<file path="src/rtl/vsc_pkg.sv">
package vsc_pkg;

    parameter int DATA_W = 8;
    parameter int TIME_W = 16;
    parameter int SRC_W  = 2;

    typedef logic [DATA_W-1:0] data_t;
    typedef logic [TIME_W-1:0] stamp_t;

    typedef enum logic [1:0] {
        FLT_NONE  = 2'd0,
        FLT_VALUE = 2'd1,
        FLT_FULL  = 2'd2
    } fault_e;

    typedef enum logic [0:0] {
        ST_IDLE = 1'b0,
        ST_WALK = 1'b1
    } walk_state_e;

    // One candidate value for one address.
    typedef struct packed {
        logic             live;
        logic [SRC_W-1:0] src;
        data_t            data;
        stamp_t           t_beg;
        stamp_t           t_fin;
        logic             seen;
        stamp_t           t_seen;
        logic             dead;
        stamp_t           t_dead;
    } cand_t;

endpackage

</file>
<file path="src/rtl/vsc_pick.sv">
module vsc_pick #(
    parameter int N  = 4,
    parameter int IW = (N > 1) ? $clog2(N) : 1
) (
    input  logic [N-1:0]  req,
    output logic          any,
    output logic [IW-1:0] idx
);

    // Lowest set request wins.
    always_comb begin
        any = 1'b0;
        idx = '0;
        for (int i = N - 1; i >= 0; i--) begin
            if (req[i]) begin
                any = 1'b1;
                idx = IW'(i);
            end
        end
    end

endmodule

</file>
<file path="src/rtl/vsc_match.sv">
module vsc_match
    import vsc_pkg::*;
#(
    parameter int DEPTH = 4,
    parameter int IW    = (DEPTH > 1) ? $clog2(DEPTH) : 1
) (
    input  cand_t            ents [DEPTH],
    input  data_t            ld_data,
    input  stamp_t           ld_beg,
    input  stamp_t           ld_end,
    output logic             hit,
    output logic [IW-1:0]    hit_idx,
    output logic [DEPTH-1:0] kill
);

    logic [DEPTH-1:0] ok;

    // Readable at some instant inside [ld_beg, ld_end].
    always_comb begin
        for (int i = 0; i < DEPTH; i++) begin
            ok[i] = ents[i].live
                 && (ents[i].data == ld_data)
                 && (ents[i].t_beg <= ld_end)
                 && (!ents[i].dead || (ents[i].t_dead > ld_beg));
        end
    end

    vsc_pick #(.N(DEPTH), .IW(IW)) u_pick (
        .req (ok),
        .any (hit),
        .idx (hit_idx)
    );

    // Candidates provably older than the one just observed.
    always_comb begin
        for (int i = 0; i < DEPTH; i++) begin
            kill[i] = hit
                   && ents[i].live
                   && (IW'(i) != hit_idx)
                   && ((ents[i].seen && (ents[i].t_seen < ld_beg))
                       || (ents[i].t_fin < ents[hit_idx].t_beg)
                       || ((ents[i].src == ents[hit_idx].src)
                           && (ents[i].t_fin <= ents[hit_idx].t_beg)));
        end
    end

endmodule

</file>
<file path="config.mk">
export PLATFORM = sky130hd
export DESIGN_NAME = vsc_match
export DESIGN_NICKNAME = d
export VERILOG_FILES = /design/src/rtl/vsc_pkg.sv /design/src/rtl/vsc_pick.sv /design/src/rtl/vsc_match.sv
export SDC_FILE = /design/constraint.sdc
export NUM_CORES = 1
export LEC_CHECK = 0
export ABC_CLOCK_PERIOD_IN_PS = 10900
export CORE_AREA = 3 3 136 138
export DETAILED_ROUTE_END_ITERATION = 8
export DIE_AREA = 0 0 139 141
export GPL_ROUTABILITY_DRIVEN = 0
export PLACE_DENSITY = 0.77
export SYNTH_ARGS = -nofsm -noshare
export SYNTH_HDL_FRONTEND = slang
export SYNTH_HIERARCHICAL = 1
export SYNTH_SLANG_ARGS = --single-unit
export TNS_END_PERCENT = 1
</file>
<file path="constraint.sdc">
create_clock -name vclk -period 10.9
set_input_delay 1.635 -clock vclk [all_inputs]
set_output_delay 1.635 -clock vclk [all_outputs]
set_load 0.05 [all_outputs]
</file>
Word-level counts from Yosys, hierarchy flattened
Index checks and enable logic that the tools add are counted.

cells by class
  bitwise operators = 1
  order comparisons = 21
  mux-type cells = 11
  eq/ne operators = 11
  reduce and logical (&&, ||, !) cells = 49

operator list
  kind                count
  $bmux 77 s2         1
  $mux 76             2
  $le 16x16->1        8
  $lt 16x16->1        8
  $gt 16x16->1        4
  $eq 8x8->1          4
  $logic_and 1x1->1   32
  $logic_or 1x1->1    12
  $eq 2x2->1          4
  $mux 2              4
  $logic_not 1->1     4
  $mux 1              4
  $ne 2x2->1 const A  2
  $ge 3x3->1 const B  1
  $not 2->3           1
  $ne 1x2->1 const A  1
  $reduce_bool 2->1   1

word-level totals
  output and inout bits = 7
  input port bits = 348
  register bits after elaboration = 0

Longest topological paths before layout
Gate-level depths: netlist of the first run.

  depth after elaboration = 16
  depth in mapped cells = 21
  mapped depth without buffers = 19

Cells and area by module
The synthesis of the first run kept the hierarchy.

modules (own cells, without submodules)
  module     cells each  seq. area each (um2)  instances  area an instance (um2)
  vsc_match  788         0.0                   1          6,521.3
  vsc_pick   7           0.0                   1          35.0

Worst setup path after synthesis of the first run
Ideal clock, no wire load.

  path kind = in2out
  start point = in ld_end[9]
  end point = out kill[0]
  cell stages on the path = 18
  path buffers = 2
  arrival = 7,756 ps
  required time = 9,265 ps
  slack = 1,509 ps
  path through = inv_1 ha_1 a21o_1 a221o_1 a221oi_1 o21ai_1 a211oi_1 nor2_1 nor3_1 buf_1 buf_1 mux4_2 inv_1 ha_1 nand4_1 nor4_1 o2111ai_1 a311oi_1

on the way
  longest elaborated chain between the ends = 15
  elaborated cells on any way between the ends = 34
  those cells by class = order compare (6); eq/ne (1); mux (11); bitwise (1); reduce/logical (15)

ends and longest elaborated chain
  element                                                RTL line                                           RTL
  start: declaration                                     vsc_match.sv:10                                    input stamp_t ld_end,
  $le 16x16->1 (*)                                       vsc_match.sv:23                                    && (ents[i].t_beg <= ld_end)
  $logic_and 1x1->1 (*)                                  vsc_match.sv:23
  $logic_and 1x1->1 (*)                                  vsc_match.sv:24                                    && (!ents[i].dead || (ents[i].t_dead > ld_beg));
  named net ok[3]                                        vsc_match.sv:16                                    logic [DEPTH-1:0] ok;
  $mux 2 (*) (4 in a row)                                vsc_pick.sv:15                                     if (req[i]) begin
  named net hit_idx[1]                                   vsc_match.sv:12                                    output logic [IW-1:0] hit_idx,
  $not 2->3 (not written as such)                        vsc_match.sv:41, vsc_match.sv:42, vsc_match.sv:43
  $bmux 77 s2                                            vsc_match.sv:41, vsc_match.sv:42, vsc_match.sv:43
  $mux 76 (not written as such)                          vsc_match.sv:41, vsc_match.sv:43
  $mux 76 (not written as such)                          vsc_match.sv:42                                    || ((ents[i].src == ents[hit_idx].src)
  $lt 16x16->1 (tied with other cells)                   vsc_match.sv:41                                    || (ents[i].t_fin < ents[hit_idx].t_beg)
  $logic_or 1x1->1 or $logic_and 1x1->1 (tied branches)  vsc_match.sv:41, vsc_match.sv:43
  $logic_or 1x1->1                                       vsc_match.sv:42
  $logic_and 1x1->1 (*)                                  vsc_match.sv:40                                    && ((ents[i].seen && (ents[i].t_seen < ld_beg))
  end: declaration                                       vsc_match.sv:13                                    output logic [DEPTH-1:0] kill

Mark *: on every way through the listed nets, which the timed path passes. The rest lies on a longest branch. The select of a mux whose other input is x is not followed.

Worst setup path in the final report of the first run
  start point = in ld_beg[15]
  end point = out kill[2]

on the way
  elaborated cells on any way between the ends = 36
  those cells by class = order compare (7); eq/ne (2); mux (11); bitwise (1); reduce/logical (15)

RTL lines
  element                                                RTL line                                           RTL
  start: declaration                                     vsc_match.sv:9                                     input stamp_t ld_beg,
  $gt 16x16->1 (*)                                       vsc_match.sv:24
  $logic_or 1x1->1 (*)                                   vsc_match.sv:24
  $logic_and 1x1->1 (*)                                  vsc_match.sv:24
  named net ok[1]                                        vsc_match.sv:16
  $mux 2 (2 in a row)                                    vsc_pick.sv:15
  $not 2->3 (not written as such)                        vsc_match.sv:41, vsc_match.sv:42, vsc_match.sv:43
  $bmux 77 s2                                            vsc_match.sv:41, vsc_match.sv:42, vsc_match.sv:43
  $mux 76 (not written as such)                          vsc_match.sv:41, vsc_match.sv:43
  $mux 76 (not written as such)                          vsc_match.sv:42
  $lt 16x16->1 (tied with other cells)                   vsc_match.sv:41
  $logic_or 1x1->1 or $logic_and 1x1->1 (tied branches)  vsc_match.sv:41, vsc_match.sv:43
  $logic_or 1x1->1                                       vsc_match.sv:42
  $logic_and 1x1->1 (*)                                  vsc_match.sv:40

Marks and branches as above.

==> impl_metrics.csv, run 1 <==
group,metric,value,unit
finish,seq_area,0,sq um
timing,slew_viol_final,0,
route,detail_route.vias_per_cell,5.65,
timing,rsz0062_at_grt,"false",
timing,period_minus_slack,9.79,ns
critical_path,critPathMaxFanout,19,
finish,syn2layout_area_growth,58.5,%
route,drtIter0Drc,352,
min_path,min_path_cells,4,
yosys,synthAdderAreaFrac,48.1,%
critical_path,endpoint,"kill[2]",
finish,drive_above_1_share,1.83,%
critical_path,required,9.27,ns
grt,gr-total-overflow,0,
yosys,yosysTopAreaCell,"ha_1",
clocking,post_cts_buffers,0,
yosys,yosys_warnings,6,
min_path,worst_hold_path_type,"primary input to output pin",
flow_run,cap_violations,0,
placement,hpwl,25.1,mm
pwr,p_int,0.000209,W
yosys,synthSimpleGateAreaFrac,16.8,%
route,drc,0,
floorplanning,core-area,17300,sq um
route,drt_pre_antenna_iters,5,
yosys,synthCells,795,
critical_path,startpoint,"ld_beg[15]",
critical_path,setup.worst_path.class,"primary input to output pin",
finish,clkbuf_count,0,
floorplanning,rows,48,
timing,whs,4.64,ns
grt,antenna_found_initial,1,
yosys,syn-num-nets,1395,
yosys,synth_top_family_by_area,"adder cells",
yosys,synth_xor_area_share,5.74,%
placement,dp_cells,1372,
timing,hold_viol,0,
pwr,p_leak,4.66,nW
critical_path,end_kind,"output pin",
yosys,postSynthAreaPerCell,8.25,sq um
pwr,finalPower,0.000373,W
clocking,cts_resized,0,
finish,nets,1749,
route,wl,27.5,mm
grt,grt_usage,26.2,%
pwr,p_switching,0.000164,W
yosys,ys_types,49,
critical_path,startpoint_type,"primary input",
route,detail-route-antenna-nets,0,
grt,grt_start_max_net_pins,25,
yosys,synth_top_area_share,48.1,%
clocking,cts_hold_buf,0,
timing,fin_crit_sh,89.8,%
pwr,vdd_ir_drop_max,0.0197,mV
yosys,synth.area.mux_share,6.30,%
pwr,pwr-share-clk,0,%
pwr,power.density,35.9,nW/um^2
yosys,synth.cell_area,6560,sq um
finish,nFlopsAndLatches,0,
pwr,power_frac_comb,100.0,%
min_path,hold_path.startpoint,"ents[307]",
yosys,synthTopCellsByArea,"ha_1 48%, a21oi_1 6.8%, mux4_2 5.8%",
timing,fmax,0.102,GHz
floorplanning,dieArea,19600,sq um
floorplanning,die_w,139,um
timing,finalSetupViolCount,0,
pwr,power.share.sequential,0,%
timing,setup_tns,0,ns
floorplanning,ioPinCount,355,
floorplanning,initial_utilization,37.9,%
yosys,synth-compound-area-share,19.1,%
grt,grt_pass1_vias,7758,
pwr,sw_frac_of_total,43.9,%
route,wl_per_cell,20.0,um
placement,port_buffers,355,
finish,layout.cells.non_filler,1373,
timing,worst_pin_slew,0.816,ns
timing,maxSlewHeadroom,45.5,%
route,vias,7761,
critical_path,crit_arrival,8.15,ns
status,status,"completed",
yosys,yosysSeqAreaShare,0,%
floorplanning,die_h,141,um
grt,grt_pass1_wl,41.2,mm
-- final cells by class --
| class | instances | area, sq um |
|---|---|---|
| Timing Repair Buffer | 357 | 3570 |
| Multi-Input combinational cell | 728 | 6310 |
| Fill cell | 1566 | 6900 |
| Inverter | 62 | 233 |
| Tap cell | 225 | 282 |
| Antenna cell | 1 | 2.50 |
-- per-layer routing --
metal	up-vias	track usage, %	wire (um)
met5	-	0	0
met4	0	6.23	787
met3	52	4.34	1920
met2	342	46.0	13100
met1	3548	33.5	11600
li1	3819	-	-
-- critical path, cell delays in order --
cell	delay, ns
clkdlybuf4s50_1	0.45
inv_1	0.19
ha_1	0.38
nand4_1	0.13
nor4_1	0.43
a21boi_1	0.22
or4_1	0.14
a21boi_1	0.07
a211oi_1	0.35
inv_1	0.14
a21oi_4	0.68
buf_4	0.34
mux4_2	0.51
inv_1	0.15
ha_1	0.18
nand4_1	0.15
nor4_1	0.47
o21ai_0	0.21
o32a_1	0.32
a31oi_1	0.16
clkdlybuf4s50_1	0.83
-- kinds of logic (layout without fill, tap and decap cells) --
logic type / Yosys count / count (layout)
AO/OA/AOI/OAI: 201 / 201
buffers and inverters: 67 / 419
XOR/XNOR: 43 / 43
AND/OR/NAND/NOR: 212 / 212
other: 0 / 1
multiplexers: 20 / 20
adder cells (fa/ha/maj): 252 / 252
-- how the worst min path moves through the flow --
| stage | end |
|---|---|
| 2_1_floorplan | kill[0] |
| 3_3_place_gp | kill[0] |
| 3_5_place_dp | kill[0] |
| 4_1_cts | kill[0] |
| 5_1_grt | kill[0] |
| 6_report | kill[0] |
-- per-stage QoR --
step / worst slack (ns) / util (%) / area, sq um
after CTS: 1.13 / 60.1 / 10400
final: 1.11 / 60.1 / 10400
after detailed placement: 1.15 / 60.1 / 10400
after floorplan: 1.51 / - / 6560
after global routing: 0.500 / 60.1 / 10400
after global placement: 1.29 / 60.1 / 10400
-- power groups by stage --
| stage | combinational, W | sequential (W) | clock, W |
|---|---|---|---|
| after floorplan | 0.000171 | 0 | 0 |
| after global placement | 0.000360 | 0 | 0 |
| after detailed placement | 0.000369 | 0 | 0 |
| after CTS | 0.000371 | 0 | 0 |
| after global routing | 0.000414 | 0 | 0.0000000000123 |
| final | 0.000373 | 0 | 0.0000000000123 |
-- cell usage after synthesis, types with 2 or more instances --
cell,count
and2_1,3
xnor2_1,8
a21oi_1,89
o31ai_1,3
and4_1,4
nand3_1,29
o211ai_1,13
nand2_1,58
a31oi_1,4
and3_1,3
o21ai_0,22
o21ai_1,5
nand4_1,44
a2111oi_0,3
nor3_1,9
a21o_1,16
o21a_1,2
mux4_2,17
xor2_1,35
a221o_1,4
nor4_1,12
or4_1,4
o2111ai_1,2
or3_1,3
nand2b_1,7
a221oi_1,7
nor2b_1,10
ha_1,252
a211oi_1,16
inv_1,62
mux2i_1,3
nand3b_1,3
a21boi_1,4
a22o_1,2
nor2_1,20
and2_0,3
buf_1,2
-- cells in the final DEF, fill, tap and decap left out, types with 13 or more instances in the layout --
cell type        count
clkdlybuf4s50_1    355
ha_1               252
a21oi_1             89
inv_1               62
nand2_1             58
nand4_1             44
xor2_1              35
nand3_1             29
o21ai_0             22
nor2_1              20
mux4_2              17
a21o_1              16
a211oi_1            16
o211ai_1            13
Note: power is estimated with default switching activity, not from simulation.
==> run 2: changes to the inputs <==
--- a/config.mk
+++ b/config.mk
@@ -5,10 +5,10 @@
 export SDC_FILE = /design/constraint.sdc
 export NUM_CORES = 1
 export LEC_CHECK = 0
-export ABC_CLOCK_PERIOD_IN_PS = 10900
-export CORE_AREA = 3 3 136 138
+export ABC_CLOCK_PERIOD_IN_PS = 8300
+export CORE_AREA = 2 2 139 141
 export DETAILED_ROUTE_END_ITERATION = 8
-export DIE_AREA = 0 0 139 141
+export DIE_AREA = 0 0 141 143
 export GPL_ROUTABILITY_DRIVEN = 0
 export PLACE_DENSITY = 0.77
 export SYNTH_ARGS = -nofsm -noshare
==> constraint.sdc (replaced) <==
create_clock -name vclk -period 8.3
set_input_delay 1.245 -clock vclk [all_inputs]
set_output_delay 1.245 -clock vclk [all_outputs]
set_load 0.05 [all_outputs]
==> impl_metrics.csv, run 2 (same netlist as run 1, synthesis figures left out) <==
group,metric,value,unit
placement,dp_cells,1385,
critical_path,path_delay_family,"compound AO/OA/AOI/OAI gates",
timing,period_minus_slack,7.88,ns
timing,rsz0062_at_grt,"false",
critical_path,required,7.05,ns
floorplanning,rows,50,
placement,port_buffers,355,
floorplanning,ioPinCount,355,
critical_path,end_kind,"output pin",
grt,grt_usage,26.1,%
timing,hold_viol,0,
clocking,post_cts_buffers,0,
route,vias,7772,
timing,fmax,0.127,GHz
timing,finalSetupViolCount,0,
floorplanning,die_w,141,um
clocking,cts_resized,0,
timing,slew_viol_final,0,
route,wl,27.6,mm
finish,clkbuf_count,0,
finish,drive_above_1_share,2.94,%
finish,nFlopsAndLatches,0,
pwr,p_int,0.000276,W
critical_path,startpoint,"ld_beg[14]",
route,drt_pre_antenna_iters,4,
finish,layout.cells.non_filler,1392,
flow_run,cap_violations,0,
pwr,vdd_ir_drop_max,0.0287,mV
finish,syn2layout_area_growth,60.9,%
critical_path,max_stage_delay,0.73,ns
critical_path,crit_arrival,6.64,ns
route,detail_route.vias_per_cell,5.58,
critical_path,crit_slowest_cell,"a221oi_1",
route,drc,0,
critical_path,setup.worst_path.class,"primary input to output pin",
critical_path,path_buf_inv,5,
grt,grt_pass1_wl,41.1,mm
pwr,p_switching,0.000218,W
grt,antenna_found_initial,3,
critical_path,worst-path-stages,19,
timing,worst_pin_slew,0.808,ns
pwr,p_leak,4.72,nW
critical_path,endpoint,"kill[2]",
finish,final_cell_mix,"351 x clkdlybuf4s50_1, 252 x ha_1, 89 x a21oi_1",
pwr,sw_frac_of_total,44.1,%
critical_path,crit_chain,"clkdlybuf4s50_1 -> inv_1 -> ha_1 -> nand4_1 -> nor4_1 -> a221o_1 -> o31ai_1 -> a221oi_1 -> a21oi_4 -> buf_12 -> mux4_2 -> inv_1 -> ha_1 -> nand4_1 -> nor4_1 -> o21ai_0 -> o32a_1 -> a31oi_1 -> buf_12",
min_path,min_path_cells,4,
route,drtIter0Drc,358,
pwr,power.density,46.8,nW/um^2
finish,nets,1758,
clocking,cts_hold_buf,0,
floorplanning,initial_utilization,35.3,%
floorplanning,die_h,143,um
critical_path,critPathMaxFanout,12,
grt,grt_pass1_vias,7841,
placement,hpwl,25.2,mm
timing,maxSlewHeadroom,46.1,%
finish,seq_area,0,sq um
grt,grt_start_max_net_pins,18,
finish,layout_commonest_cell,"clkdlybuf4s50_1",
route,detail-route-antenna-nets,0,
critical_path,startpoint_type,"primary input",
status,status,"completed",
min_path,worst_hold_path_type,"primary input to output pin",
grt,gr-total-overflow,0,
floorplanning,core-area,18600,sq um
pwr,power.share.sequential,0,%
finish,fillers,1656,
floorplanning,dieArea,20200,sq um
timing,fin_crit_sh,95.0,%
pwr,pwr-share-clk,0,%
route,wl_per_cell,19.9,um
pwr,power_frac_comb,100.0,%
timing,setup_tns,0,ns
-- run 2: changes by cell type in the layout (fill, tap and decap cells not counted) --
cell             delta
buf_12              +6
buf_4               +7
clkdlybuf4s50_1     -4
diode_2             +1
nor3_2              -1
nor3_4              +1
-- run 2: power groups by stage --
stage / clock network (W) / logic [W] / registers [W]
finish: 0.0000000000324 / 0.000494 / 0
global route: 0.0000000000323 / 0.000547 / 0
CTS: 0 / 0.000490 / 0
detailed placement: 0 / 0.000487 / 0
global placement: 0 / 0.000474 / 0
floorplan: 0 / 0.000224 / 0
-- run 2: final cells by class --
| type | instances | area (sq um) | share of cell area, % |
|---|---|---|---|
| well taps | 234 | 293 | 2.78 |
| multi-input cells | 728 | 6310 | 59.9 |
| repair buffers | 366 | 3700 | 35.1 |
| diodes | 2 | 5.00 | 0.0475 |
| inverters | 62 | 233 | 2.21 |
-- run 2: layer usage --
metal  wire, um  share of wire [%]  GRT usage (%)
met5          8              0.029              0
met4       1270                4.6           10.3
met3       1980                7.2           4.16
met2      12700                 46           44.4
met1      11700                 42           33.1
-- run 2: through the flow --
step | hold WS (ns) | util, % | power, W | cell area [sq um] | setup WS, ns
2_1_floorplan | 2.72 | - | 0.000224 | 6560 | 0.226
3_3_place_gp | 3.37 | 56.4 | 0.000474 | 10500 | 0.317
3_5_place_dp | 3.36 | 56.4 | 0.000487 | 10500 | 0.207
4_1_cts | 3.36 | 56.4 | 0.000490 | 10500 | 0.202
5_1_grt | 3.39 | 56.8 | 0.000547 | 10500 | 0.100
6_report | 3.34 | 56.8 | 0.000494 | 10500 | 0.419
-- run 2: how the worst min path moves through the flow --
stage	slack, ns	start	to
2_1_floorplan	2.72	ents[307]	kill[0]
3_3_place_gp	3.37	ents[76]	kill[3]
3_5_place_dp	3.36	ents[76]	kill[3]
4_1_cts	3.36	ents[76]	kill[3]
5_1_grt	3.39	ents[307]	kill[0]
6_report	3.34	ents[153]	kill[2]
-- run 2: tightest hold or removal path: cells and delay by family --
family / cells / cell delay (ns)
buf+inv: 2 / 0.64
compound gates: 2 / 0.21
